`src/rtl/store_agu_pkg.sv`:
```
package store_agu_pkg;

    localparam int unsigned AW     = 32;
    localparam int unsigned DISP_W = 16;

    typedef enum logic [1:0] {
        SZ_BYTE = 2'd0,
        SZ_HALF = 2'd1,
        SZ_WORD = 2'd2,
        SZ_DWRD = 2'd3
    } size_e;

    typedef enum logic [3:0] {
        M_POSTINC = 4'd0,
        M_PREDEC  = 4'd1,
        M_SHORT   = 4'd2,
        M_LONG    = 4'd3,
        M_INDEX   = 4'd4,
        M_PRED    = 4'd5,
        M_STACK   = 4'd6,
        M_LOCK    = 4'd7,
        M_COMBINE = 4'd8
    } mode_e;

    typedef struct packed {
        logic          vld;
        logic [AW-1:0] addr;
        logic          ptr_we;
        logic [AW-1:0] ptr_new;
        logic          st_en;
        logic          zf_we;
        logic          zf_val;
        logic          busy;
    } agu_state_t;

endpackage

```
`src/rtl/store_agu_step.sv`:
```
module store_agu_step
    import store_agu_pkg::*;
#(
    parameter int unsigned W = AW
) (
    input  logic [1:0]   size_i,
    output logic [W-1:0] step_o
);
    // step is the access size in bytes: 1 << size code
    always_comb begin
        step_o = W'(1) << size_i;
    end
endmodule

```
`src/rtl/store_agu_offset.sv`:
```
module store_agu_offset
    import store_agu_pkg::*;
#(
    parameter int unsigned W  = AW,
    parameter int unsigned DW = DISP_W
) (
    input  mode_e         mode_i,
    input  size_e         size_i,
    input  logic [DW-1:0] disp_i,
    input  logic [W-1:0]  idx_i,
    input  logic [1:0]    shamt_i,
    output logic [W-1:0]  off_o
);
    logic [W-1:0] z3, z4, z7, z8, z9, s9, s16;

    always_comb begin
        z3  = W'(disp_i[2:0]);
        z4  = W'(disp_i[3:0]);
        z7  = W'(disp_i[6:0]);
        z8  = W'(disp_i[7:0]);
        z9  = W'(disp_i[8:0]);
        s9  = W'($signed(disp_i[8:0]));
        s16 = W'($signed(disp_i[15:0]));

        off_o = '0;
        unique case (mode_i)
            M_SHORT: begin
                unique case (size_i)
                    SZ_BYTE: off_o = z3;
                    SZ_HALF: off_o = z3 << 1;
                    SZ_WORD: off_o = z4 << 2;
                    default: off_o = '0;
                endcase
            end
            M_LONG, M_LOCK: off_o = s16;
            M_INDEX:        off_o = idx_i << shamt_i;
            M_PRED: begin
                unique case (size_i)
                    SZ_BYTE: off_o = s9;
                    SZ_HALF: off_o = s9 << 1;
                    default: off_o = z9 << 2;
                endcase
            end
            M_STACK:   off_o = z7 << 2;
            M_COMBINE: off_o = z8 << 2;
            default:   off_o = '0;
        endcase
    end
endmodule

```
`src/rtl/store_agu.sv`:
```
module store_agu
    import store_agu_pkg::*;
(
    input  logic        clk,
    input  logic        rst_n,
    input  logic        req_vld_i,
    input  logic [1:0]  size_i,
    input  logic [3:0]  mode_i,
    input  logic [31:0] ptr_i,
    input  logic [31:0] idx_i,
    input  logic [1:0]  shamt_i,
    input  logic [15:0] disp_i,
    input  logic        cond_ok_i,
    input  logic        lock_i,
    output logic        out_vld_o,
    output logic [31:0] addr_o,
    output logic        ptr_we_o,
    output logic [31:0] ptr_new_o,
    output logic        st_en_o,
    output logic        zf_we_o,
    output logic        zf_val_o,
    output logic        busy_o
);
    localparam logic [AW-1:0] ALIGN_MASK = ~AW'(3);

    agu_state_t   st_d, st_q;
    mode_e        mode;
    size_e        size;
    logic [AW-1:0] step, off, base, sum;
    logic          accept;

    assign mode = mode_e'(mode_i);
    assign size = size_e'(size_i);

    store_agu_step #(.W(AW)) u_step (
        .size_i (size_i),
        .step_o (step)
    );

    store_agu_offset #(.W(AW), .DW(DISP_W)) u_off (
        .mode_i  (mode),
        .size_i  (size),
        .disp_i  (disp_i),
        .idx_i   (idx_i),
        .shamt_i (shamt_i),
        .off_o   (off)
    );

    always_comb begin
        accept = req_vld_i && !st_q.busy;
        base   = (mode == M_STACK) ? (ptr_i & ALIGN_MASK) : ptr_i;
        sum    = base + off;

        st_d        = st_q;
        st_d.vld    = accept;
        st_d.ptr_we = 1'b0;
        st_d.st_en  = 1'b0;
        st_d.zf_we  = 1'b0;
        st_d.busy   = 1'b0;

        if (accept) begin
            unique case (mode)
                M_POSTINC: begin
                    st_d.addr    = ptr_i;
                    st_d.ptr_new = ptr_i + step;
                    st_d.ptr_we  = 1'b1;
                    st_d.st_en   = 1'b1;
                end
                M_PREDEC: begin
                    st_d.addr    = ptr_i - step;
                    st_d.ptr_new = ptr_i - step;
                    st_d.ptr_we  = 1'b1;
                    st_d.st_en   = 1'b1;
                end
                M_SHORT, M_LONG, M_INDEX, M_STACK, M_COMBINE: begin
                    st_d.addr  = sum;
                    st_d.st_en = 1'b1;
                end
                M_PRED: begin
                    st_d.addr  = sum;
                    st_d.st_en = cond_ok_i;
                    st_d.busy  = 1'b1;
                end
                M_LOCK: begin
                    st_d.addr   = sum;
                    st_d.st_en  = lock_i;
                    st_d.zf_we  = 1'b1;
                    st_d.zf_val = lock_i;
                end
                default: ;
            endcase
        end
    end

    always_ff @(posedge clk or negedge rst_n) begin
        if (!rst_n) begin
            st_q <= '0;
        end else begin
            st_q <= st_d;
        end
    end

    assign out_vld_o = st_q.vld;
    assign addr_o    = st_q.addr;
    assign ptr_we_o  = st_q.ptr_we;
    assign ptr_new_o = st_q.ptr_new;
    assign st_en_o   = st_q.st_en;
    assign zf_we_o   = st_q.zf_we;
    assign zf_val_o  = st_q.zf_val;
    assign busy_o    = st_q.busy;
endmodule

```
`config.mk`:
```
export PLATFORM = sky130hd
export DESIGN_NAME = store_agu
export DESIGN_NICKNAME = d
export VERILOG_FILES = /design/src/rtl/store_agu_pkg.sv /design/src/rtl/store_agu_step.sv /design/src/rtl/store_agu_offset.sv /design/src/rtl/store_agu.sv
export SDC_FILE = /design/constraint.sdc
export NUM_CORES = 1
export LEC_CHECK = 0
export BUFFER_PORTS_ARGS = -buffer_cell sky130_fd_sc_hd__buf_2
export CORE_ASPECT_RATIO = 0.7
export CORE_MARGIN = 5
export CORE_UTILIZATION = 50
export CTS_BUF_LIST = sky130_fd_sc_hd__clkbuf_16
export CTS_CLUSTER_DIAMETER = 150
export DETAILED_ROUTE_END_ITERATION = 16
export PLACE_DENSITY_LB_ADDON = 0.25
export SLEW_MARGIN = 25
export SYNTH_ARGS = -nofsm -noshare
export SYNTH_HDL_FRONTEND = slang
export SYNTH_SLANG_ARGS = --single-unit
export TNS_END_PERCENT = 30
```
`constraint.sdc`:
```
create_clock -name clk -period 2.1 [get_ports clk]
set_input_delay 0 -clock clk [delete_from_list [all_inputs] [get_ports clk]]
set_output_delay 0 -clock clk [all_outputs]
set_load 0.01 [all_outputs]
```
==> load_flow_metrics.sql <==
INSERT INTO impl_metrics (metric_group, metric, value, unit) VALUES
('critical_path', 'crit_path_max_incr_delay', '400', 'ps'),
('sta', 'slew_headroom', '56.7', '%'),
('grt', 'grt_max_degree', '71', ''),
('layout', 'finish.instance_area', '12200', 'um^2'),
('clock_tree', 'cts-root-to-sink-buffers', '2', ''),
('critical_path', 'worst-r2r-setup-slack', '220', 'ps'),
('critical_path', 'worst-endpoint-required', '2370', 'ps'),
('detailed_routing', 'final_antenna_net_count', '0', ''),
('clock_tree', 'tritoncts_clock_tree', 'done', ''),
('clock_tree', 'clk_transition_reported_paths', '60', 'ps'),
('layout', 'area.growth.synth_to_final', '55.4', '%'),
('floorplanning', 'fp.dieW', '160', 'um'),
('synth', 'part_of_the_yosys_area_used_for_sequential_elements', '22.3', '%'),
('sta', 'post_route_setup_slack', '-801', 'ps'),
('critical_path', 'critical_path_buffers_and_inverters', '5', ''),
('place', 'detailedPlacementHpwl', '24100', 'um'),
('detailed_routing', 'post_drt_via_cell_ratio', '6.31', ''),
('clock_tree', 'cts.sink_count', '70', ''),
('synth', 'synth_simple_gate_area_share', '23.7', '%'),
('job', 'drv.max_cap_violation_count', '0', ''),
('critical_path', 'timing.critical_path.to_type', 'flip-flop', ''),
('critical_path', 'cp_max_fo', '7', ''),
('detailed_routing', 'met2WireLength', '14300', 'um'),
('place', 'place_worst_setup_slack', '-1260', 'ps'),
('floorplanning', 'die-area', '18400', 'um^2'),
('detailed_routing', 'post-route-drc-count', '0', ''),
('grt', 'track_usage', '33.7', '%'),
('floorplanning', 'num_io_pins', '163', ''),
('place', 'portBuffers', '162', ''),
('clock_tree', 'ctsHtreeMaxLevel', '3', ''),
('synth', 'synth_compound_area_share', '29.1', '%'),
('detailed_routing', 'wl_met3', '4420', 'um'),
('worst_hold_path', 'timing.hold.worst_endpoint', 'st_en_o', ''),
('grt', 'first_pass_grt_wire_length', '49900', 'um'),
('floorplanning', 'core_area', '15500', 'um^2'),
('status', 'violated_checks', 'setup timing', ''),
('floorplanning', 'row_count', '38', ''),
('critical_path', 'worstPathCellList', 'buf_12 -> buf_6 -> buf_6 -> buf_4 -> mux2i_2 -> buf_4 -> o311ai_4 -> ha_1 -> a211oi_2 -> o21ai_2 -> nor4b_4 -> o2bb2ai_2 -> o311a_1 -> o21ai_1 -> or3b_1 -> a21oi_2', ''),
('synth', 'synth_cells', '1046', ''),
('sta', 'finalSetupViolCount', '54', ''),
('synth', 'synth_cell_type_count', '79', ''),
('synth', 'synthXorXnorAreaFrac', '4.91', '%'),
('synth', 'synth-seq-cells', '70', ''),
('place', 'gpl.final_weighted_congestion', '0.969', ''),
('pwr', 'ir_drop', '0.386', 'mV'),
('detailed_routing', 'vias', '10300', ''),
('sta', 'rsz0062_at_grt', 'yes', ''),
('detailed_routing', 'maxUsedRoutingLayer', 'met4', ''),
('critical_path', 'path_delay_family', 'compound AO/OA/AOI/OAI gates', ''),
('clock_tree', 'latest_clock_arrival_within_the_worst_skew_pair', '340', 'ps'),
('worst_hold_path', 'worstHoldPathCells', '3', ''),
('synth', 'top_flip_flop_cell_by_instance_count_after_synthesis', 'sky130_fd_sc_hd__dfrtp_1', ''),
('sta', 'worst_clock_skew', '8.01', 'ps'),
('floorplanning', 'initial_core_util', '50.8', '%'),
('critical_path', 'timing.setup.critical_path_class', 'in -> reg', ''),
('synth', 'synth_top_cells_by_area', 'sky130_fd_sc_hd__dfrtp_1 22%, sky130_fd_sc_hd__nand2_1 7.9%, sky130_fd_sc_hd__o21ai_0 6.6%', ''),
('status', 'status', 'finished, violations left', ''),
('worst_hold_path', 'hold_startpoint', 'mode_i[1]', ''),
('synth', 'edff_count_synth', '0', ''),
('critical_path', 'worst-r2r-cell-count', '7', ''),
('sta', 'min_period_over_period', '138', '%'),
('synth', 'synth_top_area_cell', 'sky130_fd_sc_hd__dfrtp_1', ''),
('synth', 'post-synth-top-count-cell', 'sky130_fd_sc_hd__nand2_1', ''),
('place', 'placed_area', '10700', 'um^2'),
('layout', 'final_util', '79.0', '%'),
('floorplanning', 'dieHeight', '115', 'um'),
('sta', 'worst_slew_pin_slew', '647', 'ps'),
('detailed_routing', 'route.detailed.wl_per_inst', '20.6', 'um'),
('critical_path', 'cp_data_arrival_time', '3170', 'ps'),
('sta', 'timing.fmax', '345', 'MHz'),
('synth', 'commonest_cells_post_synth', '165 x sky130_fd_sc_hd__nand2_1, 104 x sky130_fd_sc_hd__o21ai_0, 91 x sky130_fd_sc_hd__a21oi_1, 91 x sky130_fd_sc_hd__nor2_1, 70 x sky130_fd_sc_hd__dfrtp_1', '');
-- logic make-up (layout without fill, tap and decap cells) --
family / count (synthesis) / after routing
fa+ha+maj: 40 / 40
mux: 43 / 43
compound gates: 361 / 361
xor+xnor: 44 / 44
simple gates: 396 / 396
flops: 70 / 70
buf+inv: 92 / 481
-- cell usage in the layout, fill, tap and decap left out, drive strengths merged, types with 5 or more instances in the layout --
master,instances
a21oi,91
clkbuf,11
or3,7
o21ai,119
mux2,7
inv,22
a31oi,15
nor2b,15
o211ai,9
a222oi,5
o21bai,5
o21a,10
mux4,19
a211oi,15
nor2,92
buf,438
a221o,7
nand3,27
ha,37
xor2,15
clkinv,5
a21o,23
mux2i,17
nand2b,8
dfrtp,70
nand2,166
a221oi,13
nand4,10
xnor2,29
o31ai,7
nor4,5
o22ai,7
nor3,26
nand3b,6
and3,5
and2,7
nor3b,7
-- report_power, final --
group | total [uW] | internal (uW) | switching (uW) | leakage [uW]
Sequential | 1690 | 1560 | 123 | 0.000887
Clock | 1610 | 1030 | 583 | 0.000155
Combinational | 2820 | 1290 | 1530 | 0.00467
Total | 6120 | 3890 | 2230 | 0.00571
-- flip-flops by register name, summed over array words and instances, names as in the netlist --
signal     flops
addr_o        32
ptr_new_o     32
busy_o         1
out_vld_o      1
ptr_we_o       1
st_en_o        1
zf_val_o       1
zf_we_o        1
-- timing repair --
item / 4_1_cts / 5_1_grt
hold buffers: 3 / 0
pin swaps: 60 / 67
setup buffers: 19 / 13
gates resized for setup: 129 / 95
gates cloned: 0 / 0
endpoints found under the setup margin: 54 / 57
hold endpoints to repair: 72 / 0
-- worst max path at each step --
stage / startpoint / end
floorplan: shamt_i[0] / addr_o[29]
global placement: shamt_i[0] / addr_o[22]
detailed placement: shamt_i[0] / addr_o[22]
CTS: shamt_i[0] / addr_o[28]
global route: shamt_i[0] / addr_o[29]
finish: shamt_i[0] / addr_o[29]
-- per-stage QoR --
| step | hold WS, ps | TNS, ps | std cells | power, uW |
|---|---|---|---|---|
| 2_1_floorplan | -296 | -21760 | 1046 | 2950 |
| 3_3_place_gp | 54.0 | -43600 | 1587 | 4000 |
| 3_5_place_dp | 55.2 | -46620 | 1587 | 4060 |
| 4_1_cts | 0.881 | -14660 | 1623 | 5870 |
| 5_1_grt | 30.2 | -27340 | 1635 | 6420 |
| 6_report | 10.2 | -20570 | 1635 | 6120 |
-- worst reg2reg max path, delay by kind of cell, from the launching register on --
kind	cells	cell delay [ps]
simple gates	2	490
buf+inv	2	430
compound gates	3	490
flops	1	370
-- cell type report --
class	instances	area, um^2
Clock buffer	9	225
Clock inverter	6	87.6
Fill cell	1041	3250
Inverter	23	86.3
Multi-Input combinational cell	884	6660
Sequential cell	70	1750
Tap cell	200	250
Timing Repair Buffer	443	3140
-- metal layers --
layer | vias up | global-route usage (%)
met3 | 121 | 6.81
met5 | - | 0
met2 | 798 | 49.5
met1 | 4765 | 50.5
met4 | 0 | 9.74
li1 | 4636 | -
Note: power is estimated with default switching activity, not from simulation.
